[config.mk]
export PLATFORM = sky130hd
export DESIGN_NAME = slice_corner_turn
export DESIGN_NICKNAME = d
export VERILOG_FILES = /design/src/rtl/slice_ct_pkg.sv /design/src/rtl/ct_bank.sv /design/src/rtl/ct_writer.sv /design/src/rtl/ct_reader.sv /design/src/rtl/slice_corner_turn.sv
export SDC_FILE = /design/constraint.sdc
export NUM_CORES = 1
export LEC_CHECK = 0
export BUFFER_PORTS_ARGS = -buffer_cell sky130_fd_sc_hd__buf_2
export CAP_MARGIN = 10
export CORE_UTILIZATION = 50
export DETAILED_ROUTE_END_ITERATION = 16
export GPL_ROUTABILITY_DRIVEN = 1
export GPL_TIMING_DRIVEN = 0
export PLACE_DENSITY = 0.74
export SYNTH_ARGS = -nofsm -noshare
export SYNTH_HDL_FRONTEND = slang
export SYNTH_SLANG_ARGS = --single-unit
[constraint.sdc]
create_clock -name clk -period 6.5 [get_ports clk]
set_input_delay 0.975 -clock clk [delete_from_list [all_inputs] [get_ports clk]]
set_output_delay 0.975 -clock clk [all_outputs]
set_load 0.05 [all_outputs]
[src/rtl/slice_ct_pkg.sv]
package slice_ct_pkg;
  parameter int CT_LANES  = 8;
  parameter int CT_PART_W = 4;
  parameter int CT_BANKS  = 2;
endpackage

[src/rtl/ct_bank.sv]
module ct_bank
  import slice_ct_pkg::*;
#(
  parameter  int LANES = CT_LANES,
  parameter  int PT_W  = 2 * CT_PART_W,
  localparam int IDX_W = $clog2(LANES),
  localparam int BUS_W = LANES * PT_W
) (
  input  logic             clk,
  input  logic             wr_en,
  input  logic [IDX_W-1:0] wr_row,
  input  logic [BUS_W-1:0] wr_data,
  input  logic [IDX_W-1:0] rd_col,
  output logic [BUS_W-1:0] rd_data
);
  // Data storage carries no reset: contents are only read after a full write.
  logic [BUS_W-1:0] row_q [LANES];

  always_ff @(posedge clk) begin
    if (wr_en) begin
      row_q[wr_row] <= wr_data;
    end
  end

  // Column read: output lane k takes point rd_col of stored row k.
  for (genvar k = 0; k < LANES; k++) begin : g_col
    assign rd_data[k*PT_W +: PT_W] = row_q[k][rd_col*PT_W +: PT_W];
  end
endmodule

[src/rtl/ct_writer.sv]
module ct_writer
  import slice_ct_pkg::*;
#(
  parameter  int LANES = CT_LANES,
  localparam int IDX_W = $clog2(LANES)
) (
  input  logic             clk,
  input  logic             rst_n,
  input  logic             in_valid,
  input  logic             in_start,
  output logic             wr_en,
  output logic [IDX_W-1:0] wr_row,
  output logic             wr_bank,
  output logic             fill
);
  localparam logic [IDX_W-1:0] LAST = IDX_W'(LANES - 1);

  logic             busy_q, busy_n;
  logic [IDX_W-1:0] cnt_q, cnt_n;
  logic             bank_q, bank_n;
  logic             accept;

  always_comb begin
    accept = in_valid && (in_start || busy_q);
    wr_row = in_start ? '0 : cnt_q;
    fill   = accept && (wr_row == LAST);
    busy_n = accept && !fill;
    cnt_n  = busy_n ? wr_row + 1'b1 : '0;
    bank_n = fill ? ~bank_q : bank_q;
  end

  always_ff @(posedge clk or negedge rst_n) begin
    if (!rst_n) begin
      busy_q <= 1'b0;
      cnt_q  <= '0;
      bank_q <= 1'b0;
    end else begin
      busy_q <= busy_n;
      cnt_q  <= cnt_n;
      bank_q <= bank_n;
    end
  end

  assign wr_en   = accept;
  assign wr_bank = bank_q;

  // Rows land in strict sequence; any nonzero row follows its predecessor.
  assert_row_order_R6: assert property (@(posedge clk) disable iff (!rst_n)
    (wr_en && wr_row != '0) |-> ($past(wr_en) && wr_row == IDX_W'($past(wr_row) + 1'b1)));

  // A non-start slice right after an idle cycle never opens a frame.
  assert_orphan_ignored_R5: assert property (@(posedge clk) disable iff (!rst_n)
    (in_valid && !in_start && !$past(in_valid)) |-> !wr_en);

  // A gap abandons the frame: the next non-start slice is not written.
  assert_gap_abandons_R7: assert property (@(posedge clk) disable iff (!rst_n)
    ($past(wr_en) && !$past(fill) && !in_valid) |=> !(wr_en && !in_start));
endmodule

[src/rtl/ct_reader.sv]
module ct_reader
  import slice_ct_pkg::*;
#(
  parameter  int LANES = CT_LANES,
  localparam int IDX_W = $clog2(LANES)
) (
  input  logic             clk,
  input  logic             rst_n,
  input  logic             fill,
  input  logic             fill_bank,
  output logic             rd_active,
  output logic [IDX_W-1:0] rd_col,
  output logic             rd_bank
);
  localparam logic [IDX_W-1:0] LAST = IDX_W'(LANES - 1);

  logic             act_q, act_n;
  logic [IDX_W-1:0] col_q, col_n;
  logic             bank_q, bank_n;

  always_comb begin
    act_n  = act_q;
    col_n  = col_q;
    bank_n = bank_q;
    if (fill) begin
      act_n  = 1'b1;
      col_n  = '0;
      bank_n = fill_bank;
    end else if (act_q) begin
      if (col_q == LAST) begin
        act_n = 1'b0;
        col_n = '0;
      end else begin
        col_n = col_q + 1'b1;
      end
    end
  end

  always_ff @(posedge clk or negedge rst_n) begin
    if (!rst_n) begin
      act_q  <= 1'b0;
      col_q  <= '0;
      bank_q <= 1'b0;
    end else begin
      act_q  <= act_n;
      col_q  <= col_n;
      bank_q <= bank_n;
    end
  end

  assign rd_active = act_q;
  assign rd_col    = col_q;
  assign rd_bank   = bank_q;

  // A drain run only ends after the last column has been shown.
  assert_full_run_R3: assert property (@(posedge clk) disable iff (!rst_n)
    $fell(rd_active) |-> ($past(rd_col) == LAST));

  // Mid-run, the bank being drained never changes.
  assert_bank_held_R2: assert property (@(posedge clk) disable iff (!rst_n)
    (rd_active && $past(rd_active) && $past(rd_col) != LAST) |-> $stable(rd_bank));
endmodule

[src/rtl/slice_corner_turn.sv]
module slice_corner_turn
  import slice_ct_pkg::*;
#(
  parameter  int LANES  = CT_LANES,
  parameter  int PART_W = CT_PART_W,
  localparam int PT_W   = 2 * PART_W,
  localparam int IDX_W  = $clog2(LANES),
  localparam int BUS_W  = LANES * PT_W
) (
  input  logic             clk,
  input  logic             rst_n,
  input  logic             in_valid,
  input  logic             in_start,
  input  logic [BUS_W-1:0] in_slice,
  output logic             out_valid,
  output logic [BUS_W-1:0] out_col
);
  localparam logic [IDX_W-1:0] LAST = IDX_W'(LANES - 1);

  logic             wr_en, wr_bank, fill;
  logic [IDX_W-1:0] wr_row, rd_col;
  logic             rd_bank;
  logic [BUS_W-1:0] bank_rd [CT_BANKS];

  ct_writer #(.LANES(LANES)) u_writer (
    .clk      (clk),
    .rst_n    (rst_n),
    .in_valid (in_valid),
    .in_start (in_start),
    .wr_en    (wr_en),
    .wr_row   (wr_row),
    .wr_bank  (wr_bank),
    .fill     (fill)
  );

  for (genvar b = 0; b < CT_BANKS; b++) begin : g_bank
    ct_bank #(.LANES(LANES), .PT_W(PT_W)) u_bank (
      .clk     (clk),
      .wr_en   (wr_en && (wr_bank == 1'(b))),
      .wr_row  (wr_row),
      .wr_data (in_slice),
      .rd_col  (rd_col),
      .rd_data (bank_rd[b])
    );
  end

  ct_reader #(.LANES(LANES)) u_reader (
    .clk       (clk),
    .rst_n     (rst_n),
    .fill      (fill),
    .fill_bank (wr_bank),
    .rd_active (out_valid),
    .rd_col    (rd_col),
    .rd_bank   (rd_bank)
  );

  assign out_col = bank_rd[rd_bank];

  // A bank completes only when the reader is idle or on its final column.
  assert_reader_free_R4: assert property (@(posedge clk) disable iff (!rst_n)
    fill |-> (!out_valid || rd_col == LAST));

  // Output starts only on the cycle after a bank completes.
  assert_valid_after_fill_R3: assert property (@(posedge clk) disable iff (!rst_n)
    $rose(out_valid) |-> $past(fill));

  // Draining never reads the bank the writer is filling.
  assert_no_collision_R4: assert property (@(posedge clk) disable iff (!rst_n)
    (out_valid && wr_en && !(rd_col == LAST)) |-> (rd_bank != wr_bank));
endmodule

==> impl_metrics.tcl, run 1 <==
set metrics [dict create \
    synth_area_leaders "sky130_fd_sc_hd__edfxtp_1 79%, sky130_fd_sc_hd__mux4_2 15%, sky130_fd_sc_hd__a22oi_1 2.5%" \
    worst-path-max-fanout 10 \
    worst_tran_pin_value_ns 1.31 \
    worst_skew_pair.late_latency_ns 0.64 \
    yosysMostFrequentCell "sky130_fd_sc_hd__edfxtp_1" \
    max_cap_violations 0 \
    globalplace.congestion 0.805 \
    synth.ff_latch_count 1034 \
    drtIter0Drc 2691 \
    maxClockFrequency_ghz 0.204 \
    seq_area_frac_synth_pct 80.0 \
    synthesis_to_layout_area_growth_pct 15.3 \
    capturing_element_type_of_the_critical_path "output port" \
    route.vias.total 19100 \
    placedInstanceArea_sq_mm 0.0416 \
    critical_path.startpoint "u_reader.rd_col[0]" \
    numClockSinks 1034 \
    setup_violations 0 \
    clk_pin_slew_ns 0.07 \
    syn_nets 1695 \
    h-tree-depth 3 \
    p_per_area_mw_per_mm2 293 \
    p_leak_uw 0.0138 \
    cell_type_with_the_largest_total_area_after_synthesis "sky130_fd_sc_hd__edfxtp_1" \
    syn_area_per_cell_sq_um 23.8 \
    synthArstFlopShare_pct 0.967 \
    synth.top_cells.by_count "1024 x sky130_fd_sc_hd__edfxtp_1, 256 x sky130_fd_sc_hd__mux4_2, 128 x sky130_fd_sc_hd__a22oi_1" \
    tns_ns 0 \
    placement.io_buffers 132 \
    setup.worst_path.start_class "flop" \
    finalWorstPathRequiredPeriod_ns 4.90 \
    globalRouteTotalUtil_pct 25.4 \
    final_net_count 1968 \
    drt_first_pass_iters 5 \
    vdd_drop_max_uv 196 \
    n_fill_cell 5246 \
    pin_count_of_the_biggest_net_entering_global_routing 36 \
    r2r-end "g_bank[1].u_bank.row_q[1][10]" \
    placement_rows 101 \
    cp_data_required_time_ns 5.52 \
    maxSlewHeadroom_pct 12.4 \
    grt_antenna_before_repair 7 \
    root_buffer_selected_by_cts "sky130_fd_sc_hd__clkbuf_16" \
    worst_clk_skew_ns 0.0157 \
    dieArea_sq_mm 0.0786 \
    cts_resized 0 \
    num_io_pins 133 \
    final-max-slew-violation-count 0 \
    use_met3_pct 6.30 \
    yosys_warning_total 0 \
    synth.lib_cells_used.distinct 30 \
    grt.met1_usage_pct 33.1 \
    first_global_vias 19400 \
    grt_first_pass_wirelength_mm 139 \
    drcViolationCount 0 \
    rsz0062_at_grt "false" \
    fp.dieW_um 280 \
    post-route-cell-area_sq_mm 0.0447 \
    fin_crit_sh_pct 75.4 \
    synth_top_area_share_pct 79.3 \
    ff2ff_setup_slack_ns 3.51 \
    number_of_nets_still_failing_antenna_checks_after_routing 0 \
    reg2reg_from "u_writer.cnt_q[0]" \
    reg2reg_depth 7 \
    cts_setup_buffers 0 \
    totalWireLength_mm 97.9 \
    timing.critical_path.arrival_ns 3.92 \
    syn_area_sq_mm 0.0388 \
    floorplan.die.height_um 280 \
    hold_path_class "in2async" \
    finalHoldViolCount 0 \
    cp-endpoint "out_col[0]" \
    initial_utilization_pct 50.8 \
    outcome "completed" \
    grt_busiest_layer "met2" \
    grt_use_met2_pct 41.6 \
    primary_flip_flop_cell_chosen_by_synthesis_mapping "sky130_fd_sc_hd__edfxtp_1" \
    place.detailed.hpwl_mm 61.7 \
    synth-edff-count 1024 \
    grt_remaining_overflow 0 \
    post_cts_hold_buffer_count 0 \
    cts_max_path_buffers 3 \
    drive_above_1_share_pct 31.3 \
    core_area_sq_mm 0.0763 \
    routed_wire_length_per_instance_um 32.5 \
    tritoncts "done" \
    vias_per_cell 6.35 \
    worst-setup-path-type "reg2out" \
    numCtsBuffers 97 \
    finalPower_uw 13100 \
    synth_cells 1625 \
]
power breakdown:
part	leakage, uW	switching (uW)	internal (uW)
logic	0.00294	168	23.7
registers	0.00937	8.23	7360
clock network	0.00152	2360	3190
state kept, by name, summed over array words and instances, names as in the netlist:
signal and cells:
u_reader.rd_col 3, u_writer.cnt_q 3, u_reader.rd_bank 1, g_bank.u_bank.row_q 1024
u_writer.wr_bank 1, u_reader.rd_active 1, u_writer.busy_q 1
critical path: stages (launching register included):
cell and delay (ns):
sky130_fd_sc_hd__dfrtp_1 0.36, sky130_fd_sc_hd__buf_2 0.15, sky130_fd_sc_hd__buf_2 0.35, sky130_fd_sc_hd__buf_1 0.78, sky130_fd_sc_hd__mux4_2 0.42, sky130_fd_sc_hd__a22oi_1 0.63
sky130_fd_sc_hd__nand2_1 0.27, sky130_fd_sc_hd__buf_2 0.30
area by class of cell:
| class | instances | area [sq um] | area share [%] |
|---|---|---|---|
| Inverter | 1 | 3.75 | 0.00840 |
| Sequential cell | 1034 | 31000 | 69.4 |
| Buffer | 88 | 464 | 1.04 |
| Clock buffer | 128 | 2620 | 5.86 |
| Multi-Input combinational cell | 502 | 7400 | 16.6 |
| Timing Repair Buffer | 174 | 1410 | 3.16 |
| Antenna cell | 2 | 5.00 | 0.0112 |
| Clock inverter | 52 | 483 | 1.08 |
| Tap cell | 1030 | 1290 | 2.88 |
layer usage:
metal / wire length (um) / vias to the layer above
met1: 35000 / 10100
met5: 21 / -
met2: 48700 / 1219
met3: 10600 / 201
met4: 3620 / 4
li1: - / 7543
metrics by stage:
stage          hold WS, ns  utilization [%]  worst slack (ns)  std cells
5_1_grt              0.191             58.5              1.46       3009
4_1_cts              0.170             58.5              1.65       3009
3_3_place_gp         0.558             53.3             -2.45       2787
2_1_floorplan        0.519                -            0.0695       1625
6_report             0.187             58.5              1.60       3011
3_5_place_dp         0.617             54.5              2.35       2829
cell families (layout without fill, tap and decap cells):
logic type / after synthesis / count (layout) / share of synthesized area, %
xor+xnor: 3 / 3 / 0.0678
other cells: 0 / 2 / 0
flops: 1034 / 1034 / 80.0
compound gates: 132 / 132 / 2.54
fa+ha+maj: 2 / 2 / 0.0646
buf+inv: 89 / 443 / 1.21
mux: 260 / 260 / 15.0
simple gates: 105 / 105 / 1.14
how the worst min path moves through the flow:
stage	to	cells after the start	start	slack, ns
after floorplan	u_reader.rd_bank	1	u_writer.wr_bank	0.52
after global placement	u_reader.rd_bank	1	u_writer.wr_bank	0.56
after detailed placement	u_reader.rd_bank	1	u_writer.wr_bank	0.62
after CTS	u_reader.rd_col[0]	1	rst_n	0.17
after global routing	u_reader.rd_col[0]	1	rst_n	0.19
final	u_writer.cnt_q[1]	1	rst_n	0.19
layout by cell type, fill, tap and decap left out, drive strengths merged, types with 3 or more instances in the layout:
cell type	instances
mux4	256
inv	4
nor2b	4
buf	221
nor2	20
edfxtp	1024
dfrtp	10
clkbuf	169
clkinv	38
bufinv	9
nor3	3
nand2b	4
a22oi	128
nand2	66
No activity file was read; power rests on OpenSTA's default activity.
==> run 2, diff against run 1 <==
Clock period 6.5 ns to 4.79 ns, I/O delays scaled along.
==> run 2 against run 1 <==
  * Non-clock buffer count shrank 5
  * Hold slack improved by 0.15 ns
  * Sequential power grew 36%
==> impl_metrics.tcl, run 2 (synthesis results as in run 1) <==
set metrics [dict create \
    outcome "completed" \
    hold_path_class "in2reg" \
    power.switching_fraction_pct 19.4 \
    clk_pin_slew_ns 0.06 \
    num_io_pins 133 \
    drive_above_1_share_pct 30.7 \
    finalWorstPathRequiredPeriod_ns 4.65 \
    intPower_uw 14200 \
    routed_wire_length_per_instance_um 32.4 \
    capturing_element_type_of_the_critical_path "output port" \
    numClockSinks 1034 \
    numCtsBuffers 95 \
    cp_data_required_time_ns 4.07 \
    dieArea_sq_mm 0.0786 \
    critical_path.n_buffers_inverters 4 \
    power_frac_comb_pct 1.5 \
    critical-path-top-delay-family "buffers and inverters" \
    drtIter0Drc 2351 \
    timing.critical_path.arrival_ns 3.93 \
    layout.cells.most_common "sky130_fd_sc_hd__edfxtp_1" \
    grt_remaining_overflow 0 \
    floorplan.die.height_um 280 \
    worst_skew_pair.late_latency_ns 0.66 \
    place.detailed.hpwl_mm 61.2 \
    path_common_cell "sky130_fd_sc_hd__buf_2" \
    rsz0062_at_grt "false" \
    number_of_nets_still_failing_antenna_checks_after_routing 0 \
    non_filler_cells_in_the_finished_layout 2997 \
    max_stage_delay_ns 0.76 \
    fin_crit_sh_pct 97.1 \
    root_buffer_selected_by_cts "sky130_fd_sc_hd__clkbuf_16" \
    timing.critical_path.slowest_stage_cell "sky130_fd_sc_hd__clkdlybuf4s15_1" \
    finalHoldViolCount 0 \
    tritoncts "done" \
    vdd_drop_max_uv 336 \
    placement_rows 101 \
    p_clk_share_pct 41.9 \
    maxClockFrequency_ghz 0.215 \
    synthesis_to_layout_area_growth_pct 15.3 \
    fin_worst_hold_slack_ns 0.332 \
    grt_first_pass_wirelength_mm 137 \
    initial_utilization_pct 50.8 \
    totalWireLength_mm 97.1 \
    route.vias.total 19000 \
    tns_ns 0 \
    drt_first_pass_iters 5 \
    vias_per_cell 6.34 \
    globalplace.congestion 0.822 \
    max_cap_violations 0 \
    worst_tran_pin_value_ns 1.26 \
    h-tree-depth 3 \
    final_cell_mix "1024 x sky130_fd_sc_hd__edfxtp_1, 256 x sky130_fd_sc_hd__mux4_2, 149 x sky130_fd_sc_hd__buf_2" \
    globalRouteTotalUtil_pct 25.1 \
    placement.io_buffers 132 \
    worst-setup-path-type "reg2out" \
    first_global_vias 19400 \
    setup_violations 0 \
    pin_count_of_the_biggest_net_entering_global_routing 36 \
    largest_register_ff_count 1024 \
    core_area_sq_mm 0.0763 \
    n_fill_cell 5228 \
    ff2ff_setup_slack_ns 1.81 \
    switchingPower_uw 3430 \
    maxSlewHeadroom_pct 15.5 \
    drcViolationCount 0 \
    cp_cell_sequence "buf_2 -> buf_2 -> clkdlybuf4s15_1 -> mux4_2 -> a22oi_1 -> nand2_1 -> buf_2" \
    fp.dieW_um 280 \
    post-route-cell-area_sq_mm 0.0447 \
    cts_setup_buffers 0 \
    p_leak_uw 0.0138 \
    worst-path-max-fanout 10 \
    grt_antenna_before_repair 6 \
    final-max-slew-violation-count 0 \
    setup.worst_path.start_class "flop" \
    max_flop_register "g_bank.u_bank.row_q" \
    p_per_area_mw_per_mm2 395 \
    finalCoreUtilization_pct 58.5 \
    placedInstanceArea_sq_mm 0.0416 \
    cts_max_path_buffers 3 \
    power.share.sequential_pct 56.6 \
    worst_clk_skew_ns 0.0290 \
    dp.cells 2823 \
    final_net_count 1961 \
]
==> run 2: layout make-up <==
| cell class | instances | area, sq um | share of cell area (%) |
|---|---|---|---|
| Sequential cell | 1034 | 31000 | 69.4 |
| Clock buffer | 124 | 2530 | 5.66 |
| Multi-Input combinational cell | 502 | 7420 | 16.6 |
| Antenna cell | 1 | 2.50 | 0.00560 |
| Timing Repair Buffer | 169 | 1480 | 3.32 |
| Tap cell | 1030 | 1290 | 2.89 |
| Buffer | 88 | 470 | 1.05 |
| Clock inverter | 48 | 469 | 1.05 |
| Inverter | 1 | 3.75 | 0.00840 |
==> run 2: path summary, 6_finish.rpt <==
kind / from / endpoint / cells past startpoint
worst min-delay path: in_valid / u_writer.cnt_q[0] / 2
max in group asynchronous: rst_n / u_writer.wr_bank / 2
min in group asynchronous: rst_n / u_writer.cnt_q[2] / 2
worst max-delay path: u_reader.rd_col[0] / out_col[0] / 7
worst min register to register: u_writer.busy_q / u_writer.busy_q / 2
worst max register to register: u_writer.cnt_q[0] / g_bank[0].u_bank.row_q[7][16] / 5
==> run 2: worst register-to-register path: stages, from the launching register on <==
cell	delay, ns
sky130_fd_sc_hd__dfrtp_1	0.35
sky130_fd_sc_hd__clkbuf_1	0.29
sky130_fd_sc_hd__nand4b_1	0.31
sky130_fd_sc_hd__nand2b_1	0.45
sky130_fd_sc_hd__nor2_4	0.91
sky130_fd_sc_hd__buf_12	0.31
==> run 2: power groups by stage <==
stage / sequential (uW) / clock [uW] / combinational [uW]
finish: 9990 / 7400 / 257
global route: 9990 / 7760 / 263
CTS: 9990 / 7440 / 256
detailed placement: 10200 / 0 / 254
global placement: 10200 / 0 / 228
floorplan: 10200 / 0 / 23.8
==> run 2: per-stage QoR <==
stage | total power, uW | setup slack [ns]
floorplan | 10200 | 0.314
global placement | 10400 | -2.34
detailed placement | 10400 | 0.937
CTS | 17700 | 0.212
global route | 18000 | 0.0178
finish | 17600 | 0.140
==> run 2: per-layer routing <==
layer  share of wire, %  global-route usage (%)
met1                 36                    32.7
met2                 50                    41.3
met3                 10                    6.09
met4                3.6                    8.98
met5              0.036                       0
==> run 2: timing repair <==
item | in CTS | in global routing
setup endpoints to repair | 0 | 1
resized for setup | 0 | 1
hold buffers | 1 | 0
endpoints found under the hold margin | 10 | 0
==> run 3, diff against run 2 <==
Settings changed: CTS_BUF_LIST from default to sky130_fd_sc_hd__clkbuf_8.
==> run 3 against run 2 <==
  * Core utilization down 0.35 points
  * Count of clock-buffer cells in the layout up 34
  * Via count up 0.98%
  * Routed wire length down 2.5%
  * Sequential cell count unchanged
  * Total power down 5.2%
  * Fmax up 0.16%
  * Non-clock buffer count unchanged
  * Combinational power about the same
  * Largest cell class unchanged
==> impl_metrics.tcl, run 3 (synthesis results as in run 1) <==
set metrics [dict create \
    worst_skew_pair.late_latency_ns 0.81 \
    fin_crit_sh_pct 96.9 \
    layout.cells.most_common "sky130_fd_sc_hd__edfxtp_1" \
    placement.io_buffers 132 \
    min-delay-start "in_valid" \
    grt_antenna_before_repair 8 \
    critical_path.startpoint "u_reader.rd_col[2]" \
    globalplace.congestion 0.822 \
    final_cell_mix "1024 x sky130_fd_sc_hd__edfxtp_1, 256 x sky130_fd_sc_hd__mux4_2, 158 x sky130_fd_sc_hd__clkbuf_8" \
    p_per_area_mw_per_mm2 377 \
    power_frac_comb_pct 1.5 \
    drtIter0Drc 2373 \
    worst_tran_pin_value_ns 1.25 \
    rsz0062_at_grt "false" \
    h-tree-depth 4 \
    placement_rows 101 \
    timing.critical_path.arrival_ns 3.92 \
    max_cap_violations 0 \
    cts_max_path_buffers 3 \
    max_stage_delay_ns 0.96 \
    critical-path-top-delay-family "simple AND/OR/NAND/NOR gates" \
    totalWireLength_mm 94.7 \
    finalPower_uw 16700 \
    reg2reg_depth 5 \
    n_fill_cell 5335 \
    globalRouteTotalUtil_pct 24.7 \
    setup_violations 0 \
    p_leak_uw 0.0138 \
    hold_path_class "in2reg" \
    maxSlewHeadroom_pct 16.6 \
    route.vias.total 19200 \
    dieArea_sq_mm 0.0786 \
    final_net_count 2019 \
    grt_first_pass_wirelength_mm 136 \
    root_buffer_selected_by_cts "sky130_fd_sc_hd__clkbuf_8" \
    vias_per_cell 6.21 \
    fp.dieW_um 280 \
    num_io_pins 133 \
    cp_data_required_time_ns 4.07 \
    routed_wire_length_per_instance_um 30.7 \
    worst-setup-path-type "reg2out" \
    clk_pin_slew_ns 0.07 \
    worst-path-max-fanout 10 \
    drive_above_1_share_pct 32.3 \
    worst_clk_skew_ns 0.0265 \
    drt_first_pass_iters 5 \
    drcViolationCount 0 \
    reg2reg_from "u_writer.cnt_q[0]" \
    tns_ns 0 \
    numCtsBuffers 153 \
    grt_remaining_overflow 0 \
    finalHoldViolCount 0 \
    finalWorstPathRequiredPeriod_ns 4.64 \
    cp_cell_sequence "nor2_1 -> clkbuf_1 -> a22oi_1 -> nand2_1 -> buf_2" \
    setup.worst_path.start_class "flop" \
    numClockSinks 1034 \
    synthesis_to_layout_area_growth_pct 14.6 \
    floorplan.die.height_um 280 \
    worstSetupPathDepth 5 \
    cp-endpoint "out_col[35]" \
    tritoncts "done" \
    capturing_element_type_of_the_critical_path "output port" \
    maxClockFrequency_ghz 0.215 \
    initial_utilization_pct 50.8 \
    first_global_vias 19700 \
    switchingPower_uw 3440 \
    cts_setup_buffers 0 \
    outcome "completed" \
    finalCoreUtilization_pct 58.2 \
    number_of_nets_still_failing_antenna_checks_after_routing 0 \
    largest_register_ff_count 1024 \
    power.share.sequential_pct 59.8 \
    place.detailed.hpwl_mm 61.2 \
    power.switching_fraction_pct 20.6 \
    r2r-end "g_bank[0].u_bank.row_q[7][25]" \
    core_area_sq_mm 0.0763 \
    p_clk_share_pct 38.7 \
    ff2ff_setup_slack_ns 1.84 \
    timing.critical_path.slowest_stage_cell "sky130_fd_sc_hd__nor2_1" \
    non_filler_cells_in_the_finished_layout 3089 \
    critical_path.n_buffers_inverters 2 \
    intPower_uw 13300 \
    max_flop_register "g_bank.u_bank.row_q" \
    pin_count_of_the_biggest_net_entering_global_routing 36 \
    final-max-slew-violation-count 0 \
    vdd_drop_max_uv 261 \
    dp.cells 2823 \
]
[run 3: worst reg2reg max path, cell delays in order, from the launching register on]
cell and delay, ns:
sky130_fd_sc_hd__dfrtp_1 0.35, sky130_fd_sc_hd__clkbuf_1 0.29, sky130_fd_sc_hd__nand4b_1 0.31, sky130_fd_sc_hd__nand2b_1 0.45
sky130_fd_sc_hd__nor2_4 0.89, sky130_fd_sc_hd__buf_12 0.31
[run 3: layout make-up]
cell class / count / area, sq um / area share, %
antenna: 2 / 5.00 / 0.0113
clock buffer: 158 / 2170 / 4.90
inverter: 1 / 3.75 / 0.00845
buffer: 88 / 467 / 1.05
timing repair buffer: 169 / 1480 / 3.34
multi-input combinational: 502 / 7420 / 16.7
sequential: 1034 / 31000 / 69.8
clock inverter: 105 / 558 / 1.26
tap: 1030 / 1290 / 2.90
[run 3: repair_timing]
action / CTS / global route
resized for setup: 0 / 3
hold buffers: 1 / 0
endpoints found under the hold margin: 10 / 0
endpoints found under the setup margin: 0 / 1
[run 3: stage by stage]
stage | hold slack (ns) | cell area [sq um] | setup slack, ns
finish | 0.185 | 44400 | 0.147
global route | 0.159 | 44400 | 0.141
CTS | 0.127 | 44400 | 0.0407
detailed placement | 0.598 | 41600 | 0.937
global placement | 0.558 | 40700 | -2.34
floorplan | 0.423 | 38800 | 0.314
[run 3: worst min path at each step]
stage	slack (ns)	cells after the start	endpoint
after global routing	0.16	2	u_writer.cnt_q[0]
final	0.19	2	u_writer.cnt_q[0]
after global placement	0.56	1	u_reader.rd_bank
after detailed placement	0.60	2	u_writer.busy_q
after floorplan	0.42	0	u_reader.rd_active
after CTS	0.13	2	u_writer.cnt_q[0]
[run 3: power by group through the flow]
stage	clock network (uW)	logic, uW	registers, uW
6_report	6480	255	10000
2_1_floorplan	0	23.8	10200
3_3_place_gp	0	228	10200
3_5_place_dp	0	254	10200
4_1_cts	6540	255	10000
5_1_grt	6920	262	9990
[run 3: metal layers]
layer  GRT usage [%]  wire length, um  vias to the layer above
met3            6.48             9770                      169
li1                -                -                     7661
met4            8.13             2490                       10
met5               0               53                        -
met2            40.7            47700                     1164
met1            32.1            34700                    10200
